$ cat src/rtl/timer_pkg.sv
package timer_pkg;
  typedef enum logic [1:0] {
    REG_COUNT  = 2'd0,
    REG_PERIOD = 2'd1,
    REG_SCALE  = 2'd2,
    REG_NONE   = 2'd3
  } reg_sel_e;
endpackage

$ cat src/rtl/timer_regs.sv
module timer_regs
  import timer_pkg::*;
#(
  parameter int unsigned CNT_W = 16,
  parameter int unsigned PRE_W = 8
) (
  input  logic             clk_i,
  input  logic             rst_ni,
  input  logic             wr_en_i,
  input  reg_sel_e         wr_sel_i,
  input  logic [CNT_W-1:0] wr_data_i,
  output logic [CNT_W-1:0] period_o,
  output logic [PRE_W-1:0] scale_o,
  output logic             cnt_wr_o
);
  logic [CNT_W-1:0] period_q;
  logic [PRE_W-1:0] scale_q;

  assign cnt_wr_o = wr_en_i && (wr_sel_i == REG_COUNT);

  always_ff @(posedge clk_i or negedge rst_ni) begin
    if (!rst_ni) begin
      period_q <= '0;
      scale_q  <= '0;
    end else if (wr_en_i) begin
      unique case (wr_sel_i)
        REG_PERIOD: period_q <= wr_data_i;
        REG_SCALE:  scale_q  <= wr_data_i[PRE_W-1:0];
        default:    ;
      endcase
    end
  end

  assign period_o = period_q;
  assign scale_o  = scale_q;

  // unused select leaves storage alone
  assert_none_sel_R2: assert property (@(posedge clk_i) disable iff (!rst_ni)
    (wr_en_i && wr_sel_i == REG_NONE) |=> ($stable(period_q) && $stable(scale_q)));
endmodule

$ cat src/rtl/timer_prescaler.sv
module timer_prescaler #(
  parameter int unsigned PRE_W = 8
) (
  input  logic             clk_i,
  input  logic             rst_ni,
  input  logic             en_i,
  input  logic [PRE_W-1:0] scale_i,
  output logic             tick_o
);
  logic [PRE_W-1:0] pre_q;
  logic             expire;

  assign expire = (pre_q == '0);
  assign tick_o = en_i && expire;

  always_ff @(posedge clk_i or negedge rst_ni) begin
    if (!rst_ni)     pre_q <= '0;
    else if (en_i)   pre_q <= expire ? scale_i : pre_q - 1'b1;
  end

  assert_pre_hold_R6: assert property (@(posedge clk_i) disable iff (!rst_ni)
    !en_i |=> $stable(pre_q));
  assert_pre_reload_R3: assert property (@(posedge clk_i) disable iff (!rst_ni)
    tick_o |=> (pre_q == $past(scale_i)));
  assert_pre_step_R3: assert property (@(posedge clk_i) disable iff (!rst_ni)
    (en_i && !tick_o) |=> (pre_q == $past(pre_q) - 1'b1));
endmodule

$ cat src/rtl/timer_counter.sv
module timer_counter #(
  parameter int unsigned CNT_W = 16
) (
  input  logic             clk_i,
  input  logic             rst_ni,
  input  logic             tick_i,
  input  logic             cnt_wr_i,
  input  logic [CNT_W-1:0] wr_data_i,
  input  logic [CNT_W-1:0] period_i,
  output logic [CNT_W-1:0] count_o,
  output logic             irq_o
);
  localparam logic [CNT_W-1:0] ONE = CNT_W'(1);

  logic [CNT_W-1:0] cnt_q;
  logic             irq_q;
  logic             at_zero;

  assign at_zero = (cnt_q == '0);

  always_ff @(posedge clk_i or negedge rst_ni) begin
    if (!rst_ni) begin
      cnt_q <= '0;
      irq_q <= 1'b0;
    end else begin
      irq_q <= 1'b0;
      if (cnt_wr_i) begin
        cnt_q <= wr_data_i;
      end else if (tick_i) begin
        if (at_zero) begin
          cnt_q <= period_i;
        end else begin
          cnt_q <= cnt_q - 1'b1;
          irq_q <= (cnt_q == ONE);
        end
      end
    end
  end

  assign count_o = cnt_q;
  assign irq_o   = irq_q;

  assert_irq_at_zero_R4: assert property (@(posedge clk_i) disable iff (!rst_ni)
    irq_q |-> (cnt_q == '0));
  assert_irq_pulse_R4: assert property (@(posedge clk_i) disable iff (!rst_ni)
    irq_q |=> !irq_q);
  assert_step_R3: assert property (@(posedge clk_i) disable iff (!rst_ni)
    (tick_i && !cnt_wr_i && !at_zero) |=> (cnt_q == $past(cnt_q) - 1'b1));
  assert_reload_R5: assert property (@(posedge clk_i) disable iff (!rst_ni)
    (tick_i && !cnt_wr_i && at_zero) |=> (cnt_q == $past(period_i)));
  assert_hold_R6: assert property (@(posedge clk_i) disable iff (!rst_ni)
    (!tick_i && !cnt_wr_i) |=> ($stable(cnt_q) && !irq_q));
  assert_write_R7: assert property (@(posedge clk_i) disable iff (!rst_ni)
    cnt_wr_i |=> ((cnt_q == $past(wr_data_i)) && !irq_q));
endmodule

$ cat src/rtl/interval_timer.sv
module interval_timer
  import timer_pkg::*;
#(
  parameter int unsigned CNT_W = 16,
  parameter int unsigned PRE_W = 8
) (
  input  logic             clk_i,
  input  logic             rst_ni,
  input  logic             en_i,
  input  logic             wr_en_i,
  input  logic [1:0]       wr_addr_i,
  input  logic [CNT_W-1:0] wr_data_i,
  output logic [CNT_W-1:0] count_o,
  output logic             irq_o
);
  logic [CNT_W-1:0] period;
  logic [PRE_W-1:0] scale;
  logic             cnt_wr;
  logic             tick;

  timer_regs #(.CNT_W(CNT_W), .PRE_W(PRE_W)) u_regs (
    .clk_i     (clk_i),
    .rst_ni    (rst_ni),
    .wr_en_i   (wr_en_i),
    .wr_sel_i  (reg_sel_e'(wr_addr_i)),
    .wr_data_i (wr_data_i),
    .period_o  (period),
    .scale_o   (scale),
    .cnt_wr_o  (cnt_wr)
  );

  timer_prescaler #(.PRE_W(PRE_W)) u_pre (
    .clk_i   (clk_i),
    .rst_ni  (rst_ni),
    .en_i    (en_i),
    .scale_i (scale),
    .tick_o  (tick)
  );

  timer_counter #(.CNT_W(CNT_W)) u_cnt (
    .clk_i     (clk_i),
    .rst_ni    (rst_ni),
    .tick_i    (tick),
    .cnt_wr_i  (cnt_wr),
    .wr_data_i (wr_data_i),
    .period_i  (period),
    .count_o   (count_o),
    .irq_o     (irq_o)
  );

  assert_no_tick_off_R6: assert property (@(posedge clk_i) disable iff (!rst_ni)
    !en_i |-> !tick);
endmodule

$ cat config.mk
export PLATFORM = sky130hd
export DESIGN_NAME = interval_timer
export DESIGN_NICKNAME = d
export VERILOG_FILES = /design/src/rtl/timer_pkg.sv /design/src/rtl/timer_regs.sv /design/src/rtl/timer_prescaler.sv /design/src/rtl/timer_counter.sv /design/src/rtl/interval_timer.sv
export SDC_FILE = /design/constraint.sdc
export NUM_CORES = 1
export LEC_CHECK = 0
export ABC_AREA = 1
export BUFFER_PORTS_ARGS = -buffer_cell sky130_fd_sc_hd__buf_2
export CAP_MARGIN = 20
export CELL_PAD_IN_SITES_DETAIL_PLACEMENT = 0
export CELL_PAD_IN_SITES_GLOBAL_PLACEMENT = 1
export CORE_MARGIN = 1.5
export CORE_UTILIZATION = 47
export CTS_CLUSTER_SIZE = 30
export DETAILED_ROUTE_END_ITERATION = 7
export GPL_TIMING_DRIVEN = 0
export PLACE_DENSITY_LB_ADDON = 0.1
export SYNTH_ARGS = -nofsm -noshare
export SYNTH_HDL_FRONTEND = slang
export SYNTH_HIERARCHICAL = 1
export SYNTH_SLANG_ARGS = --single-unit
$ cat constraint.sdc
create_clock -name clk_i -period 3 [get_ports clk_i]
set_input_delay 0.6 -clock clk_i [delete_from_list [all_inputs] [get_ports clk_i]]
set_output_delay 0.6 -clock clk_i [all_outputs]
set_load 0.02 [all_outputs]
Yosys cells after proc, flatten, opt, wreduce, memory -nomap -nowiden
Cells that the tools add are included.
{"block": "totals", "output_inout_bits": 17, "inputBits": 22, "wordCells": 25, "regBits": 49}
{"block": "op_classes", "muxes": 7, "n_eq_ne": 3, "reduce_logical": 8, "n_addsub": 2}
{"operator": "16-bit two-way mux", "n": 3}
{"operator": "16-bit by 1-bit == test with 1-bit output (second input constant)", "n": 1}
{"operator": "16-bit zero test", "n": 1}
{"operator": "16-bit by 1-bit subtractor with 16-bit output (second input constant)", "n": 1}
{"operator": "8-bit zero test", "n": 1}
{"operator": "8-bit two-way mux", "n": 1}
{"operator": "8-bit by 1-bit subtractor with 8-bit output (second input constant)", "n": 1}
{"operator": "2-bit AND reduction", "n": 2}
{"operator": "1-bit two-way mux", "n": 3}
{"operator": "2-bit by 1-bit == test with 1-bit output (second input constant)", "n": 1}
{"operator": "2-bit == test (second input constant)", "n": 1}
{"operator": "1-bit logical AND", "n": 2}
{"operator": "2-bit zero test", "n": 1}
{"operator": "2-bit nonzero test", "n": 1}

Depth between registers and ports, before layout
{"block": "logic_depth", "word_depth": 4, "mapped_depth": 13}

Modules after synthesis
Netlist, hierarchy kept.
{"module": "timer_counter", "cells_each": 216, "n_inst": 1, "seq_area_each_um2": 425.4, "area_per_inst_um2": 1551.5}
{"module": "timer_regs", "cells_each": 110, "n_inst": 1, "seq_area_each_um2": 600.6, "area_per_inst_um2": 1044.8}
{"module": "timer_prescaler", "cells_each": 92, "n_inst": 1, "seq_area_each_um2": 200.2, "area_per_inst_um2": 671.9}

Least setup slack after synthesis
No wires, ideal clock.
{"block": "synth_timing", "path_type": "in2reg", "from": "input wr_en_i", "to": "register u_cnt.cnt_q[10] (netlist: u_cnt/count_o[10])", "setup_ns": 0.066, "t_arrival_ns": 1.826, "cell_stages": 9, "n_path_buf": 4, "path_slack_ns": 1.107, "cell_sequence": "buf_4 -> buf_2 -> nand2_1 -> nor2_1 -> buf_2 -> nor2_1 -> buf_2 -> a22oi_1 -> nand2_1"}
{"block": "synth_via", "elab_chain_cells": 2}
{"element": "start, declared", "line_no": "interval_timer.sv:10", "text": "input logic wr_en_i,"}
{"element": "1-bit logical AND (*)", "line_no": "timer_regs.sv:19", "text": "assign cnt_wr_o = wr_en_i && (wr_sel_i == REG_COUNT);"}
{"element": "via cnt_wr", "line_no": "interval_timer.sv:18", "text": "logic cnt_wr;"}
{"element": "16-bit two-way mux or 2-bit nonzero test (tied branches)"}
{"element": "end signal, assigned", "line_no": "timer_counter.sv:28", "text": "cnt_q <= wr_data_i;"}
{"element": "end signal, assigned", "line_no": "timer_counter.sv:31", "text": "cnt_q <= period_i;"}
{"element": "end signal, assigned", "line_no": "timer_counter.sv:33", "text": "cnt_q <= cnt_q - 1'b1;"}
{"element": "end, declared", "line_no": "timer_counter.sv:15", "text": "logic [CNT_W-1:0] cnt_q;"}
Mark *: on every way through the listed nets, which the timed path passes. The rest lies on a longest branch.
A chain may end at the register's enable or synchronous reset.

Worst setup path in the final report
{"block": "layout_timing", "from": "register u_pre.pre_q[0]", "to": "register u_cnt.irq_q (netlist: u_cnt/irq_o)"}
{"block": "layout_via", "elab_chain_cells": 4}
{"element": "start, declared", "line_no": "timer_prescaler.sv:10", "text": "logic [PRE_W-1:0] pre_q;"}
{"element": "start signal, assigned", "line_no": "timer_prescaler.sv:18", "text": "else if (en_i) pre_q <= expire ? scale_i : pre_q - 1'b1;"}
{"element": "8-bit zero test", "line_no": "timer_prescaler.sv:13", "text": "assign expire = (pre_q == '0);"}
{"element": "1-bit logical AND", "line_no": "timer_prescaler.sv:14", "text": "assign tick_o = en_i && expire;"}
{"element": "via tick", "line_no": "interval_timer.sv:19", "text": "logic tick;"}
{"element": "1-bit two-way mux", "line_no": "timer_counter.sv:29", "text": "end else if (tick_i) begin"}
{"element": "1-bit two-way mux", "line_no": "timer_counter.sv:27", "text": "if (cnt_wr_i) begin"}
{"element": "end signal, assigned", "line_no": "timer_counter.sv:34", "text": "irq_q <= (cnt_q == ONE);"}
{"element": "end, declared", "line_no": "timer_counter.sv:16", "text": "logic irq_q;"}
The timed path passes the listed nets, and every way through them passes these cells.

==> results.toml <==
[synth]
ys_ff_latch = 49
synth.avg_cell_area_um2 = 7.82
synth_nets = 445
synth_cell_types = 31
syn_area_um2 = 3270
synth_cells = 418
synth_warnings = 6
yosysSeqAreaShare_pct = 37.5

[worst_setup_path]
cp_num_buf_inv = 4
r2r_end = "u_cnt/irq_o"
crit_path_frequent_cell = "inv_1"
crit_fanout = 8
critPathKind = "reg2reg"
cp_slowest_cell = "dfrtp_1"
worstPathCellList = "inv_1, ha_1, inv_1, nor2_4, nand3_4, clkinv_4, inv_1, nor2_2, nand3b_1, nor4b_2"
crit_family = "simple AND/OR/NAND/NOR gates"
r2r_setup_slack_ns = 0.99
r2r-start = "u_pre/pre_q[0]"
end_kind = "flip-flop"
required_ns = 3.22
crit_arrival_ns = 2.23
critPathMaxStageDelay_ns = 0.42
reg2reg_depth = 10
start_kind = "flip-flop"

[worst_hold_path]
min_path_type = "in2async"

[place]
place_congestion = 0.813
pre_cts_ws_ns = 0.830
portBuffers = 35
hpwl_um = 6340

[timing]
fin_tns_setup_ns = 0
hold_viol_final = 0
rsz0062_at_grt = "no"
maxSlewHeadroom_pct = 67.1
drv_slew = 0
final.setup_skew_ns = 0.00799
whs_ns = 0.238
tightest_slew_ns = 0.493
finalSetupViolCount = 0
finalCritPeriodShare_pct = 67.0
fin_ws_ns = 0.990
max_freq_ghz = 0.498
period_needed_ns = 2.01

[drt]
drt_first_pass_iters = 4
post_drt_wl_per_cell_um = 14.9
vias = 2845
wl_um = 8060
drt_iter0_markers = 198
drc = 0
ant_nets = 0
viasPerCell = 5.25

[global_route]
antenna_found_initial = 0
met1_usage_pct = 31.0
grt_max_degree = 31
grt.busiest_layer = "met2"
overflow = 0
use_met2_pct = 40.1
grt_use_total_pct = 23.2
met3_usage_pct = 2.86
grt_pass1_vias = 2689
grt_pass1_wl_um = 13500

[floorplan]
dieArea_um2 = 7460
die_h_um = 86.4
start_util_pct = 48.4
core_area_um2 = 6760
io_pins = 39
die_w_um = 86.4
row_count = 30

[clock_tree]
cts_tree = "done"
cts_buffers = 5
clock_path_buffers = 2
hold_buffers = 0
clk_pin_slew_ns = 0.10
htree_num_levels = 2
clockRootBuffer = "clkbuf_8"
cts_resized = 0
worstSkewPairLatency_ns = 0.31
post_cts_buffers = 0
cts_sinks = 49

[power_and_ir_drop]
p_leak_nw = 1.98
p_per_area_nw_per_um2 = 676
peakVddDrop_v = 0.000309

[finish]
fin_nets = 488
area_growth_syn_to_layout_pct = 11.8
drive_above_1_share_pct = 23.6
fillerInstances = 698
antenna_cells = 0

[flow_run]
max_cap_violations = 0

[run_status]
status = "completed"
[registers in the layout, summed over array words and instances (netlist names)]
register and cells:
u_cnt/count_o 16, u_regs/period_o 16, u_pre/pre_q 8, u_regs/scale_o 8
u_cnt/irq_o 1
[stage by stage]
step	cell area, um2	total power [W]	utilization [%]	std cells
after global routing	3650	0.00268	54.1	542
final	3650	0.00247	54.1	542
after detailed placement	3560	0.00208	52.7	534
after floorplan	3270	0.00179	-	418
after global placement	3540	0.00206	52.4	533
after CTS	3650	0.00250	54.1	542
[worst max path at each step]
| stage | from | to | slack, ns | depth (start not counted) |
|---|---|---|---|---|
| finish | u_pre/pre_q[0] | u_cnt/irq_o | 0.99 | 10 |
| global route | u_pre/pre_q[0] | u_cnt/count_o[12] | 0.76 | 13 |
| CTS | u_pre/pre_q[0] | u_cnt/irq_o | 0.95 | 10 |
| detailed placement | wr_en_i | u_cnt/count_o[13] | 0.83 | 9 |
| global placement | wr_en_i | u_cnt/count_o[12] | 0.81 | 9 |
| floorplan | wr_en_i | u_cnt/count_o[10] | 1.11 | 9 |
[layer usage]
| layer | up-vias | wire, um |
|---|---|---|
| met3 | 10 | 225 |
| met2 | 43 | 3990 |
| met5 | - | 0 |
| met4 | 0 | 119 |
| met1 | 1342 | 3720 |
| li1 | 1450 | - |
[power by group]
group	total [W]	switching [W]	internal [W]	leakage, nW
registers	0.00102	0.000201	0.000819	0.610
logic	0.00105	0.000662	0.000384	1.33
clock network	0.000403	0.000237	0.000166	0.0445
total	0.00247	0.00110	0.00137	1.98
[Yosys cell counts, drive strengths merged]
master	count	area share [%]
nor3	1	0.31
xnor2	1	0.27
o21ai	7	1.1
nor4b	1	0.46
clkbuf	1	0.11
or2	1	0.19
ha	5	1.9
nor2	41	7.5
nand2	152	19
a22oi	15	3.4
nand3b	17	3.9
inv	40	4.8
buf	15	4.1
a21oi	1	0.15
dfrtp	49	38
nand4	27	5.2
clkinv	1	0.27
nand3	43	9.5
[cell type report]
type	instances	area [um2]	share of cell area (%)
multi-input cells	312	1740	47.6
clock inverters	3	21.3	0.582
flip-flops and latches	49	1230	33.6
well taps	80	100	2.74
repair buffers	36	195	5.34
plain buffers	16	136	3.73
inverters	41	166	4.55
clock buffers	5	68.8	1.88
[worst register-to-register path: cells and delay by family, from the launching register on]
kind,cells,cell delay [ns]
buf+inv,4,0.35
fa+ha+maj,1,0.19
simple gates,5,0.95
flops,1,0.42
[cells in the final DEF, fill, tap and decap left out]
master	count
buf_4	4
nand2_2	6
nand3_1	27
nand2_1	140
buf_2	39
dfrtp_1	49
nand3_4	2
clkinv_4	1
nor3_2	1
buf_8	1
nor2_4	6
ha_1	5
nand2_4	6
a22oi_1	15
inv_2	2
nor2_2	6
clkbuf_1	1
nand3b_1	17
nor2_8	2
nor2_1	27
or2_2	1
nand4_1	27
buf_12	1
buf_6	6
clkbuf_8	5
inv_1	36
inv_4	1
inv_6	2
clkinv_2	1
nand3_2	14
o21ai_0	7
xnor2_1	1
a21oi_1	1
nor4b_2	1
clkinvlp_4	1
[cells by family (layout without fill, tap and decap cells)]
logic type,Yosys count,after routing,synth area share (%)
simple gates,283,283,46.4
flops,49,49,37.5
xor+xnor,1,1,0.268
buf+inv,57,101,9.26
fa+ha+maj,5,5,1.91
compound gates,23,23,4.67
Power figures use the tool's default switching activity.
